## config.mk

```make
export PLATFORM = sky130hd
export DESIGN_NAME = perf_counter_bank
export DESIGN_NICKNAME = d
export VERILOG_FILES = /design/src/rtl/perfctr_pkg.sv /design/src/rtl/perf_cycle_classify.sv /design/src/rtl/perf_stall_watch.sv /design/src/rtl/perf_event_select.sv /design/src/rtl/perf_count_reg.sv /design/src/rtl/perf_counter_bank.sv
export SDC_FILE = /design/constraint.sdc
export NUM_CORES = 1
export LEC_CHECK = 0
export BUFFER_PORTS_ARGS = -buffer_cell sky130_fd_sc_hd__buf_2
export CAP_MARGIN = 40
export CORE_MARGIN = 2
export CORE_UTILIZATION = 35
export DETAILED_ROUTE_END_ITERATION = 7
export PLACE_DENSITY_LB_ADDON = 0.05
export SETUP_SLACK_MARGIN = 0.2
export SLEW_MARGIN = 40
export SYNTH_ARGS = -nofsm -noshare
export SYNTH_HDL_FRONTEND = slang
export SYNTH_SLANG_ARGS = --single-unit
```

## constraint.sdc

```tcl
create_clock -name clk -period 3.2 [get_ports clk]
set_input_delay 0.16 -clock clk [delete_from_list [all_inputs] [get_ports clk]]
set_output_delay 0.16 -clock clk [all_outputs]
set_load 0.02 [all_outputs]
```

## src/rtl/perfctr_pkg.sv

```systemverilog
package perfctr_pkg;

    // Widest issue group the stage can present in one cycle.
    localparam int ISSUE_MAX = 4;
    // Bits needed to hold 0..ISSUE_MAX.
    localparam int ISSUE_CW  = $clog2(ISSUE_MAX + 1);
    // Per-cycle increment width; a sum of three class counts fits.
    localparam int INC_W     = ISSUE_CW + 2;
    // Number of counters in the bank.
    localparam int NUM_CTR   = 3;

    typedef logic [ISSUE_CW-1:0] icount_t;
    typedef logic [INC_W-1:0]    inc_t;

    // Counter 1 selector codes. The numbering is decoded by software, so it is fixed.
    typedef enum logic [3:0] {
        C1_NONISSUE = 4'h0,
        C1_SPLIT    = 4'h1,
        C1_DRY      = 4'h2,
        C1_REPLAY   = 4'h3,
        C1_WIDE1    = 4'h4,
        C1_WIDE2    = 4'h5,
        C1_WIDE3    = 4'h6,
        C1_WIDE4    = 4'h7,
        C1_FLOW     = 4'h8,
        C1_INTOP    = 4'h9,
        C1_FPOP     = 4'hA,
        C1_LOADOP   = 4'hB,
        C1_STOREOP  = 4'hC,
        C1_ICISSUE  = 4'hD,
        C1_DCACCESS = 4'hE,
        C1_RSVD     = 4'hF
    } sel1_e;

    // Counter 2 selector codes; values 0x1 and 0xB..0xF are reserved.
    typedef enum logic [3:0] {
        C2_LONGSTALL = 4'h0,
        C2_RSVD1     = 4'h1,
        C2_PCMISS    = 4'h2,
        C2_BRMISS    = 4'h3,
        C2_ICMISS    = 4'h4,
        C2_ITBMISS   = 4'h5,
        C2_DCLDMISS  = 4'h6,
        C2_DTBMISS   = 4'h7,
        C2_LDMERGE   = 4'h8,
        C2_LDUREPLAY = 4'h9,
        C2_WBFREPLAY = 4'hA
    } sel2_e;

    // Snapshot of the issue stage for one cycle.
    typedef struct packed {
        icount_t valid;
        icount_t issued;
        icount_t n_int;
        icount_t n_fp;
        icount_t n_ld;
        icount_t n_st;
        icount_t n_jsr;
        icount_t n_cbr;
        icount_t n_oflow;
    } issue_info_t;

    // Single-cycle pulses from around the core.
    typedef struct packed {
        logic replay;
        logic pc_mp;
        logic br_mp;
        logic ic_miss;
        logic itb_miss;
        logic dc_ld_miss;
        logic dtb_miss;
        logic ld_merge;
        logic ldu_replay;
        logic wbf_replay;
        logic ic_issue;
        logic dc_access;
    } pulse_t;

    // Cycle classification produced from the issue snapshot.
    typedef struct packed {
        logic                 dry;
        logic                 none;
        logic                 split;
        logic [ISSUE_MAX-1:0] exact;  // bit k set: exactly k+1 issued
    } cyc_class_t;

    function automatic inc_t widen(input icount_t n);
        return inc_t'(n);
    endfunction

    function automatic inc_t flag(input logic b);
        return inc_t'(b);
    endfunction

endpackage

```

## src/rtl/perf_cycle_classify.sv

```systemverilog
module perf_cycle_classify
    import perfctr_pkg::*;
(
    input  issue_info_t info,
    output cyc_class_t  cls
);

    logic [ISSUE_MAX-1:0] exact_w;

    // One comparator per possible issue width.
    for (genvar k = 0; k < ISSUE_MAX; k++) begin : g_width
        assign exact_w[k] = (info.issued == icount_t'(k + 1));
    end

    always_comb begin
        cls.dry   = (info.valid == '0);
        cls.none  = (info.valid != '0) && (info.issued == '0);
        cls.split = (info.issued != '0) && (info.issued < info.valid);
        cls.exact = exact_w;
    end

endmodule

```

## src/rtl/perf_stall_watch.sv

```systemverilog
module perf_stall_watch #(
    parameter int STALL_LIMIT = 15
) (
    input  logic clk,
    input  logic rst,
    input  logic stall_active,
    output logic long_stall
);

    // Saturates one above the limit so a long stall reports only once.
    localparam int RUN_W = $clog2(STALL_LIMIT + 2);
    localparam logic [RUN_W-1:0] LIMIT_V = RUN_W'(STALL_LIMIT);
    localparam logic [RUN_W-1:0] RUN_ONE = RUN_W'(1);

    logic [RUN_W-1:0] run_q;

    always_ff @(posedge clk) begin
        if (rst) begin
            run_q <= '0;
        end else if (!stall_active) begin
            run_q <= '0;
        end else if (run_q <= LIMIT_V) begin
            run_q <= run_q + RUN_ONE;
        end
    end

    // run_q counts earlier stall cycles, so this is stall cycle LIMIT+1.
    assign long_stall = stall_active && (run_q == LIMIT_V);

endmodule

```

## src/rtl/perf_event_select.sv

```systemverilog
module perf_event_select
    import perfctr_pkg::*;
(
    input  logic        sel0,
    input  logic [3:0]  sel1,
    input  logic [3:0]  sel2,
    input  issue_info_t info,
    input  cyc_class_t  cls,
    input  pulse_t      pulses,
    input  logic        long_stall,
    output inc_t        inc0,
    output inc_t        inc1,
    output inc_t        inc2
);

    inc_t flow_sel;

    // Code 8 on counter 1 narrows to the population matching counter 2.
    always_comb begin
        case (sel2)
            C2_PCMISS: flow_sel = widen(info.n_jsr);
            C2_BRMISS: flow_sel = widen(info.n_cbr);
            default:   flow_sel = widen(info.n_jsr) + widen(info.n_cbr)
                                + widen(info.n_oflow);
        endcase
    end

    always_comb begin
        inc0 = sel0 ? widen(info.issued) : flag(1'b1);
    end

    always_comb begin
        case (sel1)
            C1_NONISSUE: inc1 = flag(cls.none);
            C1_SPLIT:    inc1 = flag(cls.split);
            C1_DRY:      inc1 = flag(cls.dry);
            C1_REPLAY:   inc1 = flag(pulses.replay);
            C1_WIDE1:    inc1 = flag(cls.exact[0]);
            C1_WIDE2:    inc1 = flag(cls.exact[1]);
            C1_WIDE3:    inc1 = flag(cls.exact[2]);
            C1_WIDE4:    inc1 = flag(cls.exact[3]);
            C1_FLOW:     inc1 = flow_sel;
            C1_INTOP:    inc1 = widen(info.n_int);
            C1_FPOP:     inc1 = widen(info.n_fp);
            C1_LOADOP:   inc1 = widen(info.n_ld);
            C1_STOREOP:  inc1 = widen(info.n_st);
            C1_ICISSUE:  inc1 = flag(pulses.ic_issue);
            C1_DCACCESS: inc1 = flag(pulses.dc_access);
            default:     inc1 = '0;
        endcase
    end

    always_comb begin
        case (sel2)
            C2_LONGSTALL: inc2 = flag(long_stall);
            C2_PCMISS:    inc2 = flag(pulses.pc_mp);
            C2_BRMISS:    inc2 = flag(pulses.br_mp);
            C2_ICMISS:    inc2 = flag(pulses.ic_miss);
            C2_ITBMISS:   inc2 = flag(pulses.itb_miss);
            C2_DCLDMISS:  inc2 = flag(pulses.dc_ld_miss);
            C2_DTBMISS:   inc2 = flag(pulses.dtb_miss);
            C2_LDMERGE:   inc2 = flag(pulses.ld_merge);
            C2_LDUREPLAY: inc2 = flag(pulses.ldu_replay);
            C2_WBFREPLAY: inc2 = flag(pulses.wbf_replay);
            default:      inc2 = '0;
        endcase
    end

endmodule

```

## src/rtl/perf_count_reg.sv

```systemverilog
module perf_count_reg
    import perfctr_pkg::*;
#(
    parameter int CNT_W = 32
) (
    input  logic             clk,
    input  logic             rst,
    input  logic             wr,
    input  logic [CNT_W-1:0] wr_data,
    input  inc_t             inc,
    output logic [CNT_W-1:0] cnt
);

    // A write replaces the value; otherwise the sum wraps modulo 2**CNT_W.
    always_ff @(posedge clk) begin
        if (rst) begin
            cnt <= '0;
        end else if (wr) begin
            cnt <= wr_data;
        end else begin
            cnt <= cnt + CNT_W'(inc);
        end
    end

endmodule

```

## src/rtl/perf_counter_bank.sv

```systemverilog
module perf_counter_bank
    import perfctr_pkg::*;
#(
    parameter int CNT_W       = 32,
    parameter int STALL_LIMIT = 15
) (
    input  logic                clk,
    input  logic                rst,
    input  logic [ISSUE_CW-1:0] valid_cnt,
    input  logic [ISSUE_CW-1:0] issue_cnt,
    input  logic [ISSUE_CW-1:0] int_cnt,
    input  logic [ISSUE_CW-1:0] fp_cnt,
    input  logic [ISSUE_CW-1:0] ld_cnt,
    input  logic [ISSUE_CW-1:0] st_cnt,
    input  logic [ISSUE_CW-1:0] jsr_cnt,
    input  logic [ISSUE_CW-1:0] cbr_cnt,
    input  logic [ISSUE_CW-1:0] oflow_cnt,
    input  logic                replay_trap,
    input  logic                pc_mispredict,
    input  logic                br_mispredict,
    input  logic                icache_miss,
    input  logic                itlb_miss,
    input  logic                dcache_ld_miss,
    input  logic                dtlb_miss,
    input  logic                load_merged,
    input  logic                ld_unit_replay,
    input  logic                wbuf_full_replay,
    input  logic                icache_issue,
    input  logic                dcache_access,
    input  logic                stall_active,
    input  logic                sel0,
    input  logic [3:0]          sel1,
    input  logic [3:0]          sel2,
    input  logic                wr_en,
    input  logic [1:0]          wr_idx,
    input  logic [CNT_W-1:0]    wr_data,
    output logic [CNT_W-1:0]    count0,
    output logic [CNT_W-1:0]    count1,
    output logic [CNT_W-1:0]    count2
);

    issue_info_t      info;
    pulse_t           pulses;
    cyc_class_t       cls;
    logic             long_stall;
    inc_t             inc_arr [NUM_CTR];
    logic [CNT_W-1:0] cnt_arr [NUM_CTR];

    always_comb begin
        info.valid   = valid_cnt;
        info.issued  = issue_cnt;
        info.n_int   = int_cnt;
        info.n_fp    = fp_cnt;
        info.n_ld    = ld_cnt;
        info.n_st    = st_cnt;
        info.n_jsr   = jsr_cnt;
        info.n_cbr   = cbr_cnt;
        info.n_oflow = oflow_cnt;
    end

    always_comb begin
        pulses.replay     = replay_trap;
        pulses.pc_mp      = pc_mispredict;
        pulses.br_mp      = br_mispredict;
        pulses.ic_miss    = icache_miss;
        pulses.itb_miss   = itlb_miss;
        pulses.dc_ld_miss = dcache_ld_miss;
        pulses.dtb_miss   = dtlb_miss;
        pulses.ld_merge   = load_merged;
        pulses.ldu_replay = ld_unit_replay;
        pulses.wbf_replay = wbuf_full_replay;
        pulses.ic_issue   = icache_issue;
        pulses.dc_access  = dcache_access;
    end

    perf_cycle_classify u_classify (
        .info (info),
        .cls  (cls)
    );

    perf_stall_watch #(
        .STALL_LIMIT (STALL_LIMIT)
    ) u_stall (
        .clk          (clk),
        .rst          (rst),
        .stall_active (stall_active),
        .long_stall   (long_stall)
    );

    perf_event_select u_select (
        .sel0       (sel0),
        .sel1       (sel1),
        .sel2       (sel2),
        .info       (info),
        .cls        (cls),
        .pulses     (pulses),
        .long_stall (long_stall),
        .inc0       (inc_arr[0]),
        .inc1       (inc_arr[1]),
        .inc2       (inc_arr[2])
    );

    for (genvar k = 0; k < NUM_CTR; k++) begin : g_ctr
        perf_count_reg #(
            .CNT_W (CNT_W)
        ) u_cnt (
            .clk     (clk),
            .rst     (rst),
            .wr      (wr_en && (wr_idx == 2'(k))),
            .wr_data (wr_data),
            .inc     (inc_arr[k]),
            .cnt     (cnt_arr[k])
        );
    end

    assign count0 = cnt_arr[0];
    assign count1 = cnt_arr[1];
    assign count2 = cnt_arr[2];

endmodule

```

Word level (Yosys, flattened, before mapping)
Index checks and enable logic that the tools add are counted.
- register bits after elaboration: 101
- output and inout bits: 96
- input port bits: 86
- word-level logic and storage cells: 64
- reductions and logical operators: 14
- $add $sub $neg: 6
- multiplexer cells: 7
- bitwise logic cells: 1
- equality and inequality tests: 30
- magnitude comparators: 2
- operators by type and width (kind ; number):
    2-to-1 mux 32 bit ; 3
    one-hot mux 5 bit (15 select lines) ; 1
    == test 4 bit, second input constant ; 10
    adder 32 x 1 -> 32 bit ; 1
    adder 32 x 3 -> 32 bit ; 1
    adder 32 x 5 -> 32 bit ; 1
    == test 4 x 3 -> 1 bit, second input constant ; 8
    == test 4 x 2 -> 1 bit, second input constant ; 4
    one-hot mux 1 bit (10 select lines) ; 1
    one-hot mux 5 bit (2 select lines) ; 1
    logical NOT 4 bit ; 2
    == test 3 x 2 -> 1 bit, second input constant ; 2
    logical AND 1 bit ; 6
    logical NOT 3 bit ; 2
    nonzero test 3 bit ; 2
    adder 5 x 1 -> 5 bit, second input constant ; 1
    adder 5 x 3 -> 5 bit ; 1
    == test 5 x 4 -> 1 bit, second input constant ; 1
    less-or-equal comparator 5 x 4 -> 1 bit, second input constant ; 1
    adder 3 x 3 -> 4 bit ; 1
    == test 4 x 1 -> 1 bit, second input constant ; 1
    == test 3 x 1 -> 1 bit, second input constant ; 1
    == test 3 bit, second input constant ; 1
    less-than comparator 3 bit ; 1
    other kinds (6) ; 6

Depth between registers and ports, before layout
Gate-level depths: netlist (run 1).
- depth after elaboration: 6
- depth in mapped cells: 17
- depth with buffers taken out: 17

Hierarchy
A second synthesis (run 1) with hierarchy kept.
- cells, all modules: 831
- area total of the unflattened synthesis: 6706.4 sq um
- by module, submodules not included (module ; cells an instance ; area each (sq um) ; instances ; sequential area each (sq um)):
    perf_count_reg ; 232 ; 1856.8 ; 3 ; 640.6
    perf_event_select ; 88 ; 720.7 ; 1 ; 0.0
    perf_stall_watch ; 30 ; 280.3 ; 1 ; 100.1
    perf_cycle_classify ; 14 ; 105.1 ; 1 ; 0.0
    perf_counter_bank ; 3 ; 30.0 ; 1 ; 0.0

Worst setup path after synthesis (run 1)
Ideal clock, no wire load.
- path type: input to register
- start point: input port jsr_cnt[0]
- end point: register g_ctr[1].u_cnt.cnt[10]
- required time: 3.109 ns
- slack: -0.066 ns
- library setup time: 0.091 ns
- stages: 11
- data arrival time: 3.175 ns
- buffers on the path: 0
- cell sequence: ha_1 > fa_1 > fa_1 > o21ai_0 > o21a_1 > fa_1 > nand2b_1 > a21oi_1 > nor2_1 > or3_1 > a311oi_1
- longest elaborated chain between the ends: 6
- RTL lines (item ; RTL line ; text):
    start, declared ; perf_counter_bank.sv:15 ; input logic [ISSUE_CW-1:0] jsr_cnt,
    adder 3 x 3 -> 4 bit ; perf_event_select.sv:23 ; default: flow_sel = widen(info.n_jsr) + widen(info.n_cbr)
    adder 5 x 3 -> 5 bit ; perf_event_select.sv:24 ; + widen(info.n_oflow);
    one-hot mux 5 bit (2 select lines) (*) ; perf_event_select.sv:20 ; case (sel2)
    one-hot mux 5 bit (15 select lines) (*) ; perf_event_select.sv:33 ; case (sel1)
    adder 32 x 5 -> 32 bit (*) ; perf_count_reg.sv:21 ; cnt <= cnt + CNT_W'(inc);
    2-to-1 mux 32 bit (*) ; perf_count_reg.sv:18 ; end else if (wr) begin
    end signal, assigned ; perf_count_reg.sv:19 ; cnt <= wr_data;
    end signal, assigned ; perf_count_reg.sv:21 ;
    end, declared ; perf_count_reg.sv:11 ; output logic [CNT_W-1:0] cnt
Every way passes the cells marked *; elsewhere a longest branch is shown, timed or not.
A chain may end at the register's enable or synchronous reset.

Final worst setup path (run 1)
- start point: register u_stall.run_q[0]
- end point: register g_ctr[2].u_cnt.cnt[16]
- longest elaborated chain between the ends: 5
- RTL lines (item ; RTL line ; text):
    start, declared ; perf_stall_watch.sv:15 ; logic [RUN_W-1:0] run_q;
    start signal, assigned ; perf_stall_watch.sv:23 ; run_q <= run_q + RUN_ONE;
    == test 5 x 4 -> 1 bit ; perf_stall_watch.sv:28 ; assign long_stall = stall_active && (run_q == LIMIT_V);
    logical AND 1 bit ; perf_stall_watch.sv:28 ;
    one-hot mux 1 bit (10 select lines) ; perf_event_select.sv:54 ; case (sel2)
    adder 32 x 1 -> 32 bit ; perf_count_reg.sv:21 ;
    2-to-1 mux 32 bit ; perf_count_reg.sv:18 ;
    end signal, assigned ; perf_count_reg.sv:19 ;
    end signal, assigned ; perf_count_reg.sv:21 ;
    end, declared ; perf_count_reg.sv:11 ;
Every way passes these cells.

==> results of run 1 <==
## worst min-delay path, stage by stage
cell	delay (ps)
buf_2	120
nand2_1	50
a21oi_1	50
## state kept, by name, indices dropped and copies added, names as in the netlist
signal	flops
g_ctr.u_cnt.cnt	96
u_stall.run_q	5
## metrics by stage
stage	utilization	worst slack [ps]	std cells
floorplan	-	183.5	749
global placement	0.4298	-104.7	1143
detailed placement	0.4299	-197.4	1143
CTS	0.4503	198.0	1161
global route	0.4646	20.37	1164
finish	0.4646	262.8	1164
## final cells by class
type	count	share of cell area
Clock buffer	11	0.03042
Clock inverter	4	0.009094
Inverter	19	0.008937
Multi-Input combinational cell	598	0.5187
Sequential cell	101	0.2537
Tap cell	225	0.03528
Timing Repair Buffer	206	0.1439
## metal layers
metal / vias up / part of all wire / wire, um
met3: 28 / 0.054 / 1133
met5: - / 0 / 0
met1: 2962 / 0.45 / 9388
met4: 0 / 0.020 / 412
li1: 3059 / - / -
met2: 138 / 0.47 / 9875
## cell usage after synthesis, types with 3 or more instances
cell / instances
nand2b_1: 7
xnor2_1: 48
and3_1: 12
ha_1: 20
nand2_1: 61
nand3b_1: 7
nor3_1: 17
and4_1: 5
a22o_1: 3
a311oi_1: 6
o22ai_1: 3
dfxtp_1: 101
or2_2: 3
a211oi_1: 72
a21oi_1: 25
inv_1: 19
nand4_1: 16
a22oi_1: 3
nand3_1: 36
clkbuf_1: 24
nor3b_1: 3
nor2_1: 120
o21ai_0: 23
nor2b_1: 4
buf_1: 4
a21o_1: 5
nor4_1: 4
fa_1: 4
mux2i_1: 8
xor2_1: 39
and2_1: 5
or3_1: 6
## cell families (layout without fill, tap and decap cells)
group | Yosys count | count (layout)
compound gates | 149 | 149
buf+inv | 51 | 240
fa+ha+maj | 24 | 24
mux | 10 | 10
xor+xnor | 87 | 87
flops | 101 | 101
simple gates | 327 | 328
## power breakdown
group	switching, mW	internal [mW]
Sequential	0.0894	1.33
Combinational	0.385	0.264
Clock	0.508	0.703
Total	0.983	2.30
## path summary, 6_finish.rpt
kind / to / slack, ps / from / cells past startpoint
max: g_ctr[2].u_cnt.cnt[16] / 260 / u_stall.run_q[0] / 20
min: g_ctr[0].u_cnt.cnt[0] / 70 / wr_data[0] / 3
max reg2reg: g_ctr[2].u_cnt.cnt[16] / 260 / u_stall.run_q[0] / 20
min reg2reg: u_stall.run_q[4] / 520 / u_stall.run_q[4] / 2
## repair_timing
item	CTS	global route
cloned	0	1
pin swaps	3	32
buffers inserted	3	2
resized for setup	7	41
setup endpoints to repair	18	47
## cells in the final DEF, fill, tap and decap left out, types with 6 or more instances in the layout
cell / netlist / layout
or3_1: 6 / 6
buf_4: 0 / 20
xnor2_1: 48 / 47
buf_6: 1 / 6
and3_1: 12 / 10
a311oi_1: 6 / 6
ha_1: 20 / 13
a21oi_1: 25 / 20
xor2_1: 39 / 39
nand3_1: 36 / 35
a211oi_1: 72 / 69
nand4_1: 16 / 16
clkbuf_16: 0 / 9
ha_4: 0 / 7
nand3b_1: 7 / 7
mux2i_1: 8 / 8
inv_1: 19 / 19
nand2b_1: 7 / 6
nor2_1: 120 / 117
o21ai_0: 23 / 18
nor3_1: 17 / 14
buf_2: 0 / 178
nand2_1: 61 / 57
dfxtp_1: 101 / 99
==> impl_metrics.csv, run 1 <==
group,metric,value,unit
run_status,status,"finished, final reports clean",
die,dieArea,0.01857,mm2
critical_path,cpPeakStageDelay,360,ps
yosys,synth_edf_count,0,
grt,grt_pass1_wl,31.85,mm
pwr,power_leakage,3.289,nW
cts,insertion_delay,360,ps
grt,grt-busiest-layer,"met2",
critical_path,crit_chain,"ha_4 -> and3_4 -> ha_4 -> nand2_4 -> nor2_4 -> a21oi_2 -> o21ai_1 -> o21ai_1 -> o21ai_1 -> buf_4 -> ha_4 -> ha_4 -> nand4_1 -> buf_6 -> nor4_4 -> buf_4 -> buf_12 -> nand3_1 -> xor2_1 -> a211oi_1",
critical_path,crit_arrival,3210,ps
critical_path,crit_top_cell,"ha_4",
grt,grt-ovfl-total,0,
yosys,synth_cells,749,
yosys,synth_async_sr_flop_share,0,
cells_and_area,finalInstanceArea,0.007980,mm2
cells_and_area,seqCellArea,0.002024,mm2
yosys,synth_top_family_by_area,"simple AND/OR/NAND/NOR gates",
pwr,total_power,3.282,mW
drt,num_vias,6187,
grt,track_usage,0.2217,
timing,fin_crit,2937,ps
cts,cts_made_buffers,9,
die,core_area,0.01718,mm2
drt,drc,0,
timing,hold_slack,73.29,ps
yosys,synthSimpleGateAreaFrac,0.2703,
critical_path,critPathLaunchType,"flop",
timing,setup_viol,0,
drt,ant_nets,0,
pwr,p_per_area,411.2,mW/mm2
yosys,synth_area_leaders,"dfxtp_1 33%, a211oi_1 8.8%, nor2_1 7.4%",
timing,finalClockSkew,9.142,ps
die,row_count,48,
yosys,ys.warnings.count,0,
yosys,synth_ff_type,"dfxtp_1",
cells_and_area,drive_above_1_share,0.2982,
grt,grt_pass1_vias,5923,
yosys,seq_area_frac_synth,0.3302,
cells_and_area,layout-area-overhead-vs-synth,30.32,%
yosys,syn-cell-area,0.006123,mm2
cts,h-tree-depth,3,
timing,worstMarginPinSlew,740.7,ps
placed_design,portBuffers,181,
drt,first_pass_iters,4,
grt,grtUsageMet3,0.04623,
cts,cts.sinks,101,
timing,maxClockFrequency,340.5,MHz
critical_path,cp_top_family,"simple AND/OR/NAND/NOR gates",
timing,hold_viol,0,
cts,clk_pin_slew,70,ps
yosys,synth_compound_area_frac,0.1659,
placed_design,dpl.hpwl,15.65,mm
timing,relSlewSlack,0.5062,
job,cap_violations,0,
die,fp.dieW,136.3,um
cts,cts-root-buf,"clkbuf_16",
cells_and_area,multiInputGateArea,0.004139,mm2
cells_and_area,final_nets,1045,
timing,final.period_utilization,0.9179,
critical_path,cp-end-kind,"flop",
cts,cts.path.max_buffers,2,
yosys,yosys.area.top_type_share,0.3302,
placed_design,gp_congestion,0.8692,
placed_design,place_area,0.007385,mm2
cts,cts-hold-fix-buffers,0,
yosys,synthAdderAreaFrac,0.05394,
timing,rsz0062_at_grt,"yes",
critical_path,cp_max_fo,5,
timing,drv_slew,0,
yosys,synthXorXnorAreaFrac,0.1244,
critical_path,worst-path-buf-inv,4,
grt,grt_use_met2,0.3663,
yosys,synth-seq-cells,101,
die,num_io_pins,182,
cells_and_area,nFillCells,1773,
worst_hold_path,hp-class,"in2reg",
timing,tns,0,ps
die,die_h,136.3,um
critical_path,cp_slowest_cell,"dfxtp_2",
drt,drt_iter0_drc,362,
yosys,post_synth.cell_area_avg,8.175,um2
critical_path,cp_data_required_time,3470,ps
grt,use_met1,0.2893,
drt,wirelength,20.81,mm
yosys,syn_nets,859,
pwr,peakVddDrop,0.0002636,V
drt,route.detailed.vias_per_inst,5.315,
yosys,synth.mux.area_fraction,0.01859,
grt,antenna_found_initial,0,
die,start_util,0.3565,
yosys,yosysUniqueCellTypes,60,
yosys,post-synth-top-area-cell,"dfxtp_1",
drt,wire_per_inst,17.88,um
cts,cts_tree,"built",
cells_and_area,antenna_cells,0,
critical_path,critical_path_class,"reg2reg",
grt,grt_max_degree,56,
(Power assumes the default switching activity.)
==> inputs of run 2 (changes only) <==
==> constraint.sdc (replaced) <==
create_clock -name clk -period 2.8 [get_ports clk]
set_input_delay 0.14 -clock clk [delete_from_list [all_inputs] [get_ports clk]]
set_output_delay 0.14 -clock clk [all_outputs]
set_load 0.02 [all_outputs]
==> impl_metrics.csv, run 2 (synthesis gave the netlist of run 1 again) <==
group,metric,value,unit
cts,cts_tree,"built",
critical_path,cp_top_family,"adder cells",
grt,grt-ovfl-total,0,
grt,grt_pass1_wl,32.31,mm
cells_and_area,largest_register_ffs,96,
drt,wire_per_inst,17.45,um
die,core_area,0.01718,mm2
drt,route.detailed.vias_per_inst,5.213,
pwr,total_power,3.627,mW
placed_design,gp_congestion,0.8454,
grt,antenna_found_initial,0,
die,fp.dieW,136.3,um
critical_path,worst-path-buf-inv,2,
die,row_count,48,
cts,h-tree-depth,3,
cells_and_area,top_regs,"g_ctr.u_cnt.cnt (96), u_stall.run_q (5)",
die,dieArea,0.01857,mm2
die,num_io_pins,182,
timing,final.period_utilization,1.051,
timing,rsz0062_at_grt,"yes",
drt,drc,0,
timing,worstMarginPinSlew,716.5,ps
grt,grt_max_degree,49,
worst_hold_path,hold_depth,3,
cts,cts-root-buf,"clkbuf_16",
placed_design,portBuffers,181,
timing,finalClockSkew,10.99,ps
drt,ant_nets,0,
job,cap_violations,0,
critical_path,r2r_end,"g_ctr[2].u_cnt.cnt[8]",
grt,track_usage,0.2246,
drt,drt_iter0_drc,279,
timing,drv_slew,0,
critical_path,cp_slowest_cell,"fa_2",
timing,hold_viol,0,
run_status,violations,"setup timing",
cells_and_area,layout-area-overhead-vs-synth,36.90,%
cts,cts.path.max_buffers,2,
critical_path,cp_max_fo,6,
timing,finalWorstSetupSlack,-143.2,ps
cells_and_area,largest-register,"g_ctr.u_cnt.cnt",
critical_path,crit_chain,"buf_8 -> ha_4 -> fa_2 -> ha_4 -> a21o_1 -> a21oi_2 -> xnor2_1 -> nor3_1 -> ha_1 -> a21o_1 -> a21oi_4 -> a21oi_2 -> buf_6 -> and2b_2 -> xnor2_2 -> a211oi_2",
pwr,power_leakage,3.493,nW
critical_path,cp_data_required_time,3070,ps
cts,cts_made_buffers,9,
grt,grt_pass1_vias,6093,
timing,maxClockFrequency,339.8,MHz
timing,relSlewSlack,0.5223,
cells_and_area,final_util,0.4881,
critical_path,critPathLaunchType,"input pin",
drt,wirelength,21.01,mm
die,die_h,136.3,um
drt,num_vias,6276,
pwr,p_per_area,432.6,mW/mm2
placed_design,place_area,0.007689,mm2
critical_path,cp-end-kind,"flop",
cts,clk_pin_slew,70,ps
drt,first_pass_iters,5,
cells_and_area,final_cell_mix,"179 x buf_2, 112 x nor2_1, 99 x dfxtp_1",
cells_and_area,final_common_cell,"buf_2",
cts,cts-hold-fix-buffers,0,
cells_and_area,drive_above_1_share,0.3483,
critical_path,reg2reg_from,"u_stall.run_q[1]",
die,start_util,0.3565,
cells_and_area,finalInstanceArea,0.008383,mm2
timing,tns,-1588,ps
run_status,status,"finished with violations",
placed_design,dpl.hpwl,15.92,mm
worst_hold_path,hold_start,"wr_data[0]",
cts,cts.sinks,101,
critical_path,critical_path_class,"in2reg",
cts,insertion_delay,350,ps
critical_path,crit_arrival,3220,ps
timing,fin_crit,2943,ps
critical_path,cpPeakStageDelay,590,ps
critical_path,r2r_setup_slack,-130,ps
cells_and_area,final_nets,1084,
critical_path,rr_worst_depth,17,
worst_hold_path,holdPathEnd,"g_ctr[2].u_cnt.cnt[0]",
cells_and_area,antenna_cells,0,
pwr,peakVddDrop,0.0003458,V
worst_hold_path,hp-class,"in2reg",
timing,setup_viol,34,
## run 2: stage by stage
step | hold slack [ps] | std cells | worst slack (ps)
5_1_grt | 60.63 | 1204 | -292.7
2_1_floorplan | 254.6 | 749 | -187.6
4_1_cts | 58.78 | 1197 | -124.4
3_3_place_gp | 429.1 | 1171 | -441.6
6_report | 67.73 | 1204 | -143.2
3_5_place_dp | 427.1 | 1171 | -584.4
## run 2: worst max path at each step
| stage | from | endpoint | slack [ps] | cells past startpoint |
|---|---|---|---|---|
| 3_5_place_dp | cbr_cnt[0] | g_ctr[1].u_cnt.cnt[19] | -580 | 15 |
| 6_report | jsr_cnt[0] | g_ctr[1].u_cnt.cnt[19] | -140 | 16 |
| 5_1_grt | u_stall.run_q[1] | g_ctr[2].u_cnt.cnt[22] | -290 | 18 |
| 4_1_cts | u_stall.run_q[1] | g_ctr[2].u_cnt.cnt[18] | -120 | 17 |
| 2_1_floorplan | jsr_cnt[0] | g_ctr[1].u_cnt.cnt[10] | -190 | 11 |
| 3_3_place_gp | jsr_cnt[0] | g_ctr[1].u_cnt.cnt[15] | -440 | 15 |
## run 2: layout make-up
cell class              count  area, um2
flip-flops and latches    101       2024
well taps                 225      281.5
clock buffers              12      246.5
fillers                  1751       8793
repair buffers            245       1480
clock inverters             4      31.28
inverters                  19      71.32
multi-input cells         598       4248
## run 2: power breakdown
part	leakage, nW	internal (mW)	switching [mW]
combinational	2.53	0.328	0.447
sequential	0.827	1.52	0.102
clock	0.137	0.635	0.593
total	3.49	2.49	1.14
## run 2: repair_timing
| action | CTS | global route |
|---|---|---|
| cloned | 1 | 0 |
| buffers inserted | 9 | 7 |
| endpoints found under the hold margin | 0 | 0 |
| setup endpoints to repair | 55 | 56 |
| resized for setup | 42 | 28 |
| pin swaps | 37 | 29 |
## run 2: metal layers
metal	track usage	share of wire	vias to the layer above
li1	-	-	3135
met1	0.2926	0.46	2960
met2	0.3777	0.48	154
met3	0.04064	0.049	27
met4	0.06713	0.018	0
met5	0	0	-
## run 2: tightest hold or removal path: stages
cell	delay [ps]
buf_2	120
nand2_1	60
a21oi_1	50
